$ cat config.mk
export PLATFORM = sky130hd
export DESIGN_NAME = spi_cmd_frontend
export DESIGN_NICKNAME = d
export VERILOG_FILES = /design/src/rtl/spi_fe_pkg.sv /design/src/rtl/spi_sync2.sv /design/src/rtl/spi_cmd_decode.sv /design/src/rtl/spi_dout_shift.sv /design/src/rtl/spi_cmd_frontend.sv
export SDC_FILE = /design/constraint.sdc
export NUM_CORES = 1
export LEC_CHECK = 0
export CELL_PAD_IN_SITES_DETAIL_PLACEMENT = 1
export CELL_PAD_IN_SITES_GLOBAL_PLACEMENT = 2
export CORE_ASPECT_RATIO = 0.9
export CORE_MARGIN = 4
export CORE_UTILIZATION = 30
export CTS_CLUSTER_SIZE = 25
export DETAILED_ROUTE_END_ITERATION = 16
export PLACE_DENSITY_LB_ADDON = 0.1
export SETUP_SLACK_MARGIN = 0.15
export SLEW_MARGIN = 20
export SYNTH_ARGS = -nofsm -noshare
export SYNTH_HDL_FRONTEND = slang
export SYNTH_SLANG_ARGS = --single-unit
export TNS_END_PERCENT = 100
$ cat constraint.sdc
create_clock -name clk -period 3.1 [get_ports clk]
set_input_delay 0.465 -clock clk [delete_from_list [all_inputs] [get_ports clk]]
set_output_delay 0.465 -clock clk [all_outputs]
set_load 0.05 [all_outputs]
$ cat src/rtl/spi_fe_pkg.sv
package spi_fe_pkg;
  localparam int CMD_W    = 8;
  localparam int GPIO_W   = 4;
  localparam int CONV_W   = 7;
  localparam int SETUP_W  = 6;
  localparam int AVG_W    = 4;
  localparam int DAC_W    = 16;
  localparam int MAX_BITS = 24;
  localparam int CNT_W    = $clog2(MAX_BITS + 1);

  typedef enum logic [2:0] {
    TGT_NONE  = 3'd0,
    TGT_CONV  = 3'd1,
    TGT_SETUP = 3'd2,
    TGT_AVG   = 3'd3,
    TGT_DAC   = 3'd4,
    TGT_GDIR  = 3'd5,
    TGT_GOUT  = 3'd6,
    TGT_GRD   = 3'd7
  } tgt_e;

  typedef struct packed {
    tgt_e       tgt;
    logic [1:0] nbytes;
  } cmd_info_t;

  // Leading-one style decode of the command byte.
  function automatic cmd_info_t decode_cmd(input logic [CMD_W-1:0] c);
    cmd_info_t r;
    casez (c)
      8'b1???????: r = '{TGT_CONV, 2'd0};
      8'b01??????: r = '{TGT_SETUP, (c[1] ^ c[0]) ? 2'd1 : 2'd0};
      8'b0010????: r = '{TGT_AVG, 2'd0};
      8'b0001????: r = '{TGT_DAC, 2'd2};
      8'b00001???: r = '{TGT_GDIR, 2'd1};
      8'b000001??: r = '{TGT_GOUT, 2'd1};
      8'b0000001?: r = '{TGT_GRD, 2'd1};
      default:     r = '{TGT_NONE, 2'd0};
    endcase
    return r;
  endfunction

  function automatic logic is_gpio(input tgt_e t);
    return (t == TGT_GDIR) || (t == TGT_GOUT) || (t == TGT_GRD);
  endfunction

  // Total frame length in bits for a given data byte count.
  function automatic logic [CNT_W-1:0] frame_bits(input logic [1:0] nb);
    return CNT_W'({nb, 3'b000}) + CNT_W'(CMD_W);
  endfunction
endpackage

$ cat src/rtl/spi_sync2.sv
module spi_sync2 #(
  parameter int           W       = 1,
  parameter logic [W-1:0] RST_VAL = '0
) (
  input  logic         clk,
  input  logic         rst_n,
  input  logic [W-1:0] d,
  output logic [W-1:0] q
);
  for (genvar i = 0; i < W; i++) begin : g_bit
    logic s1, s2;
    always_ff @(posedge clk or negedge rst_n) begin
      if (!rst_n) begin
        s1 <= RST_VAL[i];
        s2 <= RST_VAL[i];
      end else begin
        s1 <= d[i];
        s2 <= s1;
      end
    end
    assign q[i] = s2;
  end
endmodule

$ cat src/rtl/spi_cmd_decode.sv
module spi_cmd_decode
  import spi_fe_pkg::*;
#(
  parameter bit HAS_GPIO = 1'b1
) (
  input  logic [CMD_W-1:0] cmd,
  output tgt_e             tgt,
  output logic [CNT_W-1:0] nbits,
  output logic             wr_en,
  output logic             rd_en
);
  cmd_info_t info;
  logic      allowed;

  always_comb begin
    info    = decode_cmd(cmd);
    allowed = HAS_GPIO || !is_gpio(info.tgt);
    tgt     = info.tgt;
    nbits   = frame_bits(info.nbytes);
    wr_en   = allowed && (info.tgt != TGT_NONE) && (info.tgt != TGT_GRD);
    rd_en   = allowed && (info.tgt == TGT_GRD);
  end
endmodule

$ cat src/rtl/spi_dout_shift.sv
module spi_dout_shift #(
  parameter int BYTE_W = 8
) (
  input  logic              clk,
  input  logic              rst_n,
  input  logic              clr,
  input  logic              arm,
  input  logic              rise_mode,
  input  logic              sclk_rise,
  input  logic              sclk_fall,
  input  logic [BYTE_W-1:0] rd_byte,
  output logic              dout
);
  logic [BYTE_W-1:0] sr;
  logic              armed, loaded;
  logic              shift_edge;

  assign shift_edge = rise_mode ? sclk_rise : sclk_fall;

  always_ff @(posedge clk or negedge rst_n) begin
    if (!rst_n) begin
      sr     <= '0;
      armed  <= 1'b0;
      loaded <= 1'b0;
    end else if (clr) begin
      sr     <= '0;
      armed  <= 1'b0;
      loaded <= 1'b0;
    end else if (arm && !rise_mode) begin
      sr     <= rd_byte;
      loaded <= 1'b1;
    end else if (arm) begin
      armed  <= 1'b1;
    end else if (armed && sclk_rise) begin
      sr     <= rd_byte;
      loaded <= 1'b1;
      armed  <= 1'b0;
    end else if (loaded && shift_edge) begin
      sr     <= {sr[BYTE_W-2:0], 1'b0};
    end
  end

  assign dout = sr[BYTE_W-1];
endmodule

$ cat src/rtl/spi_cmd_frontend.sv
module spi_cmd_frontend
  import spi_fe_pkg::*;
#(
  parameter bit HAS_GPIO = 1'b1
) (
  input  logic               clk,
  input  logic               rst_n,
  input  logic               cs_n,
  input  logic               sclk,
  input  logic               din,
  output logic               dout,
  input  logic [GPIO_W-1:0]  gpio_in,
  output logic [CONV_W-1:0]  conv_reg,
  output logic [SETUP_W-1:0] setup_reg,
  output logic [7:0]         unip_reg,
  output logic [7:0]         bip_reg,
  output logic [AVG_W-1:0]   avg_reg,
  output logic [DAC_W-1:0]   dac_reg,
  output logic [GPIO_W-1:0]  gpio_dir,
  output logic [GPIO_W-1:0]  gpio_out,
  output logic               wr_stb,
  output logic [2:0]         wr_sel
);
  localparam logic [CNT_W-1:0] CNT_CMD  = CNT_W'(CMD_W);
  localparam logic [CNT_W-1:0] CNT_LAST = CNT_W'(CMD_W - 1);
  localparam logic [CNT_W-1:0] CNT_MAX  = CNT_W'(MAX_BITS);
  localparam int               DAT_W    = MAX_BITS - CMD_W;

  // Synchronized serial inputs and detected edges.
  logic [2:0] sync_q;
  logic       cs_s, sclk_s, din_s, sclk_d;
  logic       sclk_rise, sclk_fall, cs_act;

  spi_sync2 #(.W(3), .RST_VAL(3'b100)) u_sync (
    .clk(clk), .rst_n(rst_n), .d({cs_n, sclk, din}), .q(sync_q)
  );
  assign {cs_s, sclk_s, din_s} = sync_q;

  always_ff @(posedge clk or negedge rst_n) begin
    if (!rst_n) sclk_d <= 1'b0;
    else        sclk_d <= sclk_s;
  end

  assign sclk_rise = sclk_s & ~sclk_d;
  assign sclk_fall = ~sclk_s & sclk_d;
  assign cs_act    = ~cs_s;

  // Frame state.
  logic [CNT_W-1:0] bit_cnt;
  logic [CMD_W-2:0] cmd_sh;
  logic [CMD_W-1:0] cmd_q;
  logic [DAT_W-1:0] dat_sh;
  logic             cmd_ok, cmd_new, done;

  tgt_e             cur_tgt;
  logic [CNT_W-1:0] cur_bits;
  logic             cur_wr, cur_rd, commit;

  spi_cmd_decode #(.HAS_GPIO(HAS_GPIO)) u_dec (
    .cmd(cmd_q), .tgt(cur_tgt), .nbits(cur_bits), .wr_en(cur_wr), .rd_en(cur_rd)
  );

  assign commit = cs_act && cmd_ok && !done && cur_wr && (bit_cnt == cur_bits);

  always_ff @(posedge clk or negedge rst_n) begin
    if (!rst_n) begin
      bit_cnt <= '0;
      cmd_sh  <= '0;
      cmd_q   <= '0;
      dat_sh  <= '0;
      cmd_ok  <= 1'b0;
      cmd_new <= 1'b0;
      done    <= 1'b0;
    end else if (!cs_act) begin
      bit_cnt <= '0;
      cmd_ok  <= 1'b0;
      cmd_new <= 1'b0;
      done    <= 1'b0;
    end else begin
      cmd_new <= 1'b0;
      if (commit) done <= 1'b1;
      if (sclk_fall && !done) begin
        if (bit_cnt < CNT_CMD) begin
          cmd_sh <= {cmd_sh[CMD_W-3:0], din_s};
          if (bit_cnt == CNT_LAST) begin
            cmd_q   <= {cmd_sh, din_s};
            cmd_ok  <= 1'b1;
            cmd_new <= 1'b1;
          end
        end else begin
          dat_sh <= {dat_sh[DAT_W-2:0], din_s};
        end
        if (bit_cnt != CNT_MAX) bit_cnt <= bit_cnt + CNT_W'(1);
      end
    end
  end

  // Register file outside the GPIO group.
  always_ff @(posedge clk or negedge rst_n) begin
    if (!rst_n) begin
      conv_reg  <= '0;
      setup_reg <= '0;
      unip_reg  <= '0;
      bip_reg   <= '0;
      avg_reg   <= '0;
      dac_reg   <= '0;
      wr_stb    <= 1'b0;
      wr_sel    <= '0;
    end else begin
      wr_stb <= commit;
      if (commit) begin
        wr_sel <= cur_tgt;
        case (cur_tgt)
          TGT_CONV: conv_reg <= cmd_q[CONV_W-1:0];
          TGT_SETUP: begin
            setup_reg <= cmd_q[SETUP_W-1:0];
            if (cmd_q[1:0] == 2'b01) unip_reg <= dat_sh[7:0];
            if (cmd_q[1:0] == 2'b10) bip_reg  <= dat_sh[7:0];
          end
          TGT_AVG: avg_reg <= cmd_q[AVG_W-1:0];
          TGT_DAC: dac_reg <= dat_sh[DAC_W-1:0];
          default: ;
        endcase
      end
    end
  end

  // GPIO group exists only when the parameter asks for it.
  if (HAS_GPIO) begin : g_gpio
    logic [GPIO_W-1:0] dir_q, out_q;
    always_ff @(posedge clk or negedge rst_n) begin
      if (!rst_n) begin
        dir_q <= '0;
        out_q <= '0;
      end else if (commit) begin
        if (cur_tgt == TGT_GDIR) dir_q <= dat_sh[GPIO_W-1:0];
        if (cur_tgt == TGT_GOUT) out_q <= dat_sh[GPIO_W-1:0];
      end
    end
    assign gpio_dir = dir_q;
    assign gpio_out = out_q;
  end else begin : g_nogpio
    assign gpio_dir = '0;
    assign gpio_out = '0;
  end

  // Read-back shifter; clock mode 11 selects the rising edge.
  logic rd_arm, rise_mode;
  assign rd_arm    = cmd_new && cur_rd;
  assign rise_mode = (setup_reg[5:4] == 2'b11);

  spi_dout_shift #(.BYTE_W(2 * GPIO_W)) u_dout (
    .clk(clk), .rst_n(rst_n), .clr(!cs_act), .arm(rd_arm),
    .rise_mode(rise_mode), .sclk_rise(sclk_rise), .sclk_fall(sclk_fall),
    .rd_byte({gpio_out, gpio_in}), .dout(dout)
  );
endmodule

==> results of run 1 <==
-- stage by stage --
stage	total power [mW]	util [%]	std cells	setup WS, ns	cell area [µm²]
2_1_floorplan	1.67	-	338	0.778	4930
3_3_place_gp	1.73	36.5	609	0.557	5890
3_5_place_dp	1.73	36.5	609	0.534	5890
4_1_cts	3.58	39.9	641	0.525	6440
5_1_grt	3.68	40.0	642	0.371	6450
6_report	3.51	40.0	642	0.553	6450
-- worst register-to-register path: stages (launching register included) --
cell and delay (ns):
dfrtp_1 0.41, inv_1 0.07, ha_1 0.30, nor3b_2 0.36
mux2i_1 0.27, nand2_1 0.22, a211oi_4 0.42, mux2_2 0.38
-- worst max path at each step --
stage / startpoint / endpoint / slack (ns) / cells past startpoint
6_report: cmd_q[0] / gpio_out[0] / 0.55 / 7
3_3_place_gp: cmd_q[1] / gpio_out[0] / 0.56 / 6
5_1_grt: cmd_q[1] / gpio_out[1] / 0.37 / 6
3_5_place_dp: cmd_q[1] / gpio_out[3] / 0.53 / 6
4_1_cts: cmd_q[1] / gpio_out[1] / 0.53 / 6
2_1_floorplan: cmd_q[0] / gpio_dir[0] / 0.78 / 7
-- layout make-up --
class | count | area [µm²]
fill | 1644 | 9680
sequential | 117 | 2930
multi-input combinational | 197 | 1890
timing repair buffer | 79 | 776
clock buffer | 23 | 478
tap | 207 | 259
clock inverter | 9 | 77.6
inverter | 10 | 37.5
-- kinds of logic after synthesis --
logic type | share of synthesized area (%)
and+or+nand+nor | 6.55
AOI/OAI and AO/OA | 6.68
muxes | 23.3
buffers and inverters | 2.34
xor gates and xnor gates | 0.711
DFF | 59.5
adders and majority gates | 1.02
-- power by group through the flow --
stage / clock (mW) / combinational (mW) / sequential (mW)
2_1_floorplan: 0 / 0.0490 / 1.62
3_3_place_gp: 0 / 0.101 / 1.63
3_5_place_dp: 0 / 0.104 / 1.63
4_1_cts: 1.87 / 0.105 / 1.60
5_1_grt: 1.96 / 0.114 / 1.61
6_report: 1.81 / 0.0997 / 1.60
-- per-layer routing --
metal | routed length (µm) | track usage, % | up-vias
met5 | 0 | 0 | -
met3 | 499 | 4.46 | 6
met1 | 5580 | 18.2 | 1531
met4 | 111 | 3.86 | 0
li1 | - | - | 1383
met2 | 4850 | 18.7 | 59
-- cell usage in the layout, fill, tap and decap left out, types with 2 or more instances in the layout --
cell type,instances
inv_1,10
mux2i_1,11
or2_2,2
clkinv_2,5
nor4_1,3
xor2_1,2
nand2_1,8
nand3b_1,2
dfrtp_1,115
dfstp_2,2
xnor2_1,2
clkdlybuf4s50_1,69
nand4_1,2
clkbuf_16,17
clkbuf_8,3
mux2_1,9
nor3b_2,2
a21oi_1,7
clkbuf_1,3
buf_4,8
mux2_2,67
clkinvlp_4,3
nand3_1,4
nor2_1,13
nand2b_1,6
a211oi_4,2
ha_1,4
o21ai_0,7
o2bb2ai_1,7
mux2_4,12
==> results by group, run 1 <==
Run status
  – Outcome: finished, final reports clean

Critical path
  – Top delay family on crit path: multiplexers
  – Slowest CP cell: a211oi_4
  – Crit path kind: reg -> reg
  – Arr. time, crit path: 2.83 ns
  – CP Cell Sequence: inv_1 -> ha_1 -> nor3b_2 -> mux2i_1 -> nand2_1 -> a211oi_4 -> mux2_2
  – R2R Setup Slk: 0.55 ns
  – Startpoint types: flop
  – WP data required: 3.38 ns
  – CP endpoint kind: flop
  – Cells on worst reg2reg path: 7
  – Worst-path fanout max: 5
  – Largest stage delay, worst path: 0.42 ns
  – RR Startpoint: cmd_q[0]
  – Worst Path Buf+Inv: 1
  – Reg-to-reg critical path endpoint: gpio_out[0]

Clocking
  – Clk_lat worst skew: 0.40 ns
  – H-tree Lvls: 4
  – Hold buffer count at cts: 0
  – # resized after CTS: 0
  – Number of setup buffers added after CTS: 0
  – Clock transition at path regs: 0.05 ns
  – Max Root-Sink Buffers: 2
  – TritonCTS Sinks: 117
  – TritonCTS Buffers: 17
  – CTS root buf: clkbuf_16
  – CTS tree: done

Yosys
  – Area leader, netlist: dfrtp_1
  – Synth top area share: 58.4%
  – Synth Net Count: 351
  – Synthesized instance count: 338
  – Synth top cells by count: dfrtp_1, mux2_2, nor2_1, mux2_4, mux2i_1
  – Post-synthesis async set-or-reset flop share: 100%
  – Count leader, synth: dfrtp_1
  – Post-synth EDFFs: 0
  – Yosys warns: 0
  – Sequential fraction of the synthesis area: 59.5%
  – Yosys reg bits: 117
  – Synth Area per Inst: 14.6 µm²
  – Largest cells by area after synthesis: dfrtp_1, mux2_2, mux2_4
  – Synth Cell Area: 4930 µm²
  – Yosys cell types: 51
  – Main synth FF type: dfrtp_1

STA
  – Unrepaired setup endpoints after global routing: no
  – Final hold violation count: 0
  – Min Hold Slack: 0.0998 ns
  – Slew headroom: 56.8%
  – Setup Skew: 0.0123 ns
  – Final period utilization: 82.2%
  – Final min period: 2.55 ns
  – Fmax: 0.393 GHz
  – Slew Limit Fails: 0
  – Setup TNS: 0 ns
  – # setup viols final: 0
  – Measured slew at the worst slew-check pin: 0.648 ns

Pwr
  – Peak supply drop: 0.417 mV
  – Switching portion of total power: 21.0%
  – Pint: 2.78 mW
  – Leak: 3.01 nW
  – Clk pwr share: 51.5%
  – Sequential group share of total power: 45.6%
  – Cell area power density: 545 nW/µm²
  – Gate power share: 2.8%
  – Switching power total: 736 µW

GRT
  – First-pass GRT wire length: 18.1 mm
  – Initial antenna violation count: 0
  – Via count of the first global-routing pass: 3206
  – Largest net degree at the start of global routing: 50
  – Total global routing overflow: 0
  – Total track usage: 12.9%

Placed design
  – Port-buffer cells: 70
  – Post-DP HPWL: 7.64 mm
  – Routability cong.: 0.738

Final layout
  – Ratio of cells with drive above 1 in the final layout: 31.7%
  – Final nets: 435
  – Antenna diode count: 0
  – Syn-to-layout area delta: 30.8%

Floorplan
  – Overall die width: 143 µm
  – Initial Utilization: 30.6%
  – Row cnt: 44
  – Total core area: 16100 µm²
  – # IOs: 71
  – Die H: 130 µm
  – Die ar.: 18500 µm²

Route
  – Routed WL: 11.0 mm
  – Routed len/inst: 17.2 µm
  – # DRC: 0
  – 1st-pass router iterations: 4
  – Vias/cell: 4.64
  – Via count: 2979
  – 1st-iter DRT viols: 74
  – Antenna viol nets, final: 0

Hold path
  – Hold crit path type: in -> async

Job
  – Max-cap viol count: 0
(Power assumes the default switching activity.)
==> run 2, diff against run 1 <==
- clock period: 3.1 -> 2.6 ns (I/O delays scaled with it)
==> run 2 against run 1 <==
Against the previous run:
- register-to-register slack worse by 0.31 ns
- sequential cell count stayed put
- cell count is 1.7% higher
- via count is 1.0% higher
- sequential share of layout area is 1.3 points lower
- routed wire length is 1.5% higher
- critical path type unchanged
- die area stayed put
- non-clock buffer count is 11 higher
- core utilization is 1.1 points higher
- critical path depth is 1 lower
- power is 25% higher
- hold slack better by 0.26 ns
==> results by group, run 2 (synthesis gave the netlist of run 1 again) <==
Run status
  – Outcome: finished, final reports clean

Final layout
  – Commonest non-fill, non-tap cell in the layout: dfrtp_1
  – Ratio of cells with drive above 1 in the final layout: 35.0%
  – Number of fillers in the final layout: 1638
  – Antenna diode count: 0
  – Most frequent cells in the layout: dfrtp_1, clkdlybuf4s50_1, mux2_2
  – Syn-to-layout area delta: 34.6%
  – Utilization after layout: 41.1%
  – Final nets: 446
  – Fin area: 6630 µm²
  – Non-filler cells, final: 653

STA
  – Final min period: 2.36 ns
  – Measured slew at the worst slew-check pin: 0.657 ns
  – Setup TNS: 0 ns
  – Fmax: 0.424 GHz
  – Final hold violation count: 0
  – Slew headroom: 56.2%
  – Slew Limit Fails: 0
  – Final period utilization: 90.7%
  – # setup viols final: 0
  – Setup WS post-layout: 0.243 ns
  – Unrepaired setup endpoints after global routing: yes
  – Setup Skew: 0.0124 ns

Floorplan
  – Initial Utilization: 30.6%
  – Die H: 130 µm
  – Total core area: 16100 µm²
  – # IOs: 71
  – Overall die width: 143 µm
  – Die ar.: 18500 µm²
  – Row cnt: 44

GRT
  – Largest net degree at the start of global routing: 82
  – Total global routing overflow: 0
  – Initial antenna violation count: 0
  – First-pass GRT wire length: 18.5 mm
  – Total track usage: 13.0%
  – Via count of the first global-routing pass: 3380

Critical path
  – WP data required: 2.88 ns
  – Largest stage delay, worst path: 0.46 ns
  – CP Cell Sequence: ha_4 -> nor3b_4 -> mux2i_1 -> nand2_2 -> a211oi_4 -> mux2_1
  – Startpoint types: flop
  – Cells on worst reg2reg path: 6
  – CP endpoint kind: flop
  – R2R Setup Slk: 0.24 ns
  – Slowest CP cell: dfrtp_2
  – Arr. time, crit path: 2.64 ns
  – Crit path kind: reg -> reg
  – Worst-path fanout max: 7

Clocking
  – CTS root buf: clkbuf_16
  – H-tree Lvls: 4
  – Clock transition at path regs: 0.06 ns
  – TritonCTS Buffers: 17
  – Max Root-Sink Buffers: 2
  – TritonCTS Sinks: 117
  – Clk_lat worst skew: 0.41 ns
  – CTS tree: done

Route
  – Vias/cell: 4.61
  – 1st-iter DRT viols: 94
  – # DRC: 0
  – Via count: 3009
  – Routed WL: 11.2 mm
  – 1st-pass router iterations: 4
  – Antenna viol nets, final: 0
  – Routed len/inst: 17.2 µm

Placed design
  – Post-DP HPWL: 7.70 mm
  – Routability cong.: 0.757
  – Placed cell area: 5960 µm²
  – Port-buffer cells: 70
  – Dpl ws: 0.188 ns
  – Placed insts: 619

Pwr
  – Gate power share: 2.7%
  – Peak supply drop: 0.462 mV
  – Switching portion of total power: 21.3%
  – Cell area power density: 664 nW/µm²
  – Switching power total: 936 µW
  – Pint: 3.47 mW
  – Leak: 3.09 nW
  – Sequential group share of total power: 43.4%
  – Clk pwr share: 53.8%

Job
  – Max-cap viol count: 0

Hold path
  – Worst hold stages: 0
  – Hold crit path type: reg -> reg
[run 2: cell count changes in the layout (fill, tap and decap cells not counted), sizes merged]
| cell | delta |
|---|---|
| clkbuf | -3 |
| dlygate4sd3 | +1 |
| inv | +1 |
| bufinv | +2 |
| buf | +10 |
[run 2: what timing repair did]
item                                   CTS  global route
setup buffers                            0             1
endpoints found under the hold margin    9             0
hold buffers                             1             0
resized for setup                        0            10
setup endpoints to repair                0            23
[run 2: worst paths after layout]
kind | from | to
min in group asynchronous | rst_n | u_dout.loaded
worst max register to register | cmd_q[1] | avg_reg[2]
worst min-delay path | u_sync.g_bit[1].s1 | u_sync.g_bit[1].s2
max in group asynchronous | rst_n | cmd_q[1]
worst min register to register | u_sync.g_bit[1].s1 | u_sync.g_bit[1].s2
worst max-delay path | cmd_q[1] | avg_reg[2]
[run 2: metrics by stage]
step	total power [mW]	hold WS [ns]
2_1_floorplan	1.99	0.0944
3_3_place_gp	2.07	0.245
3_5_place_dp	2.07	0.239
4_1_cts	4.49	0.340
5_1_grt	4.59	0.362
6_report	4.40	0.355
[run 2: final cells by class]
| type | count | area [µm²] | area share [%] |
|---|---|---|---|
| clock buffer | 20 | 447 | 6.74 |
| sequential | 117 | 2930 | 44.2 |
| tap | 207 | 259 | 3.91 |
| clock inverter | 12 | 154 | 2.32 |
| timing repair buffer | 90 | 863 | 13.0 |
| multi-input combinational | 197 | 1940 | 29.2 |
| inverter | 10 | 37.5 | 0.566 |
[run 2: power groups by stage]
stage                     registers, mW  clock network, mW  logic, mW
after floorplan                    1.93                  0     0.0585
after global placement             1.94                  0      0.122
after detailed placement           1.94                  0      0.125
after CTS                          1.91               2.45      0.127
after global routing               1.92               2.53      0.140
final                              1.91               2.37      0.121
[run 2: worst max-delay path, delay by kind of cell, from the launching register on]
family	cells	cell delay [ns]
flops	1	0.46
compound gates	1	0.41
fa+ha+maj	1	0.24
simple gates	2	0.45
mux	2	0.67
[run 2: per-layer routing]
layer | share of wire, % | wire, µm | vias to the layer above | global-route usage (%)
met2 | 46 | 5140 | 55 | 19.3
li1 | - | - | 1399 | -
met4 | 0.95 | 106 | 0 | 4.19
met3 | 4.8 | 536 | 7 | 4.39
met1 | 48 | 5430 | 1548 | 18.0
met5 | 0 | 0 | - | 0
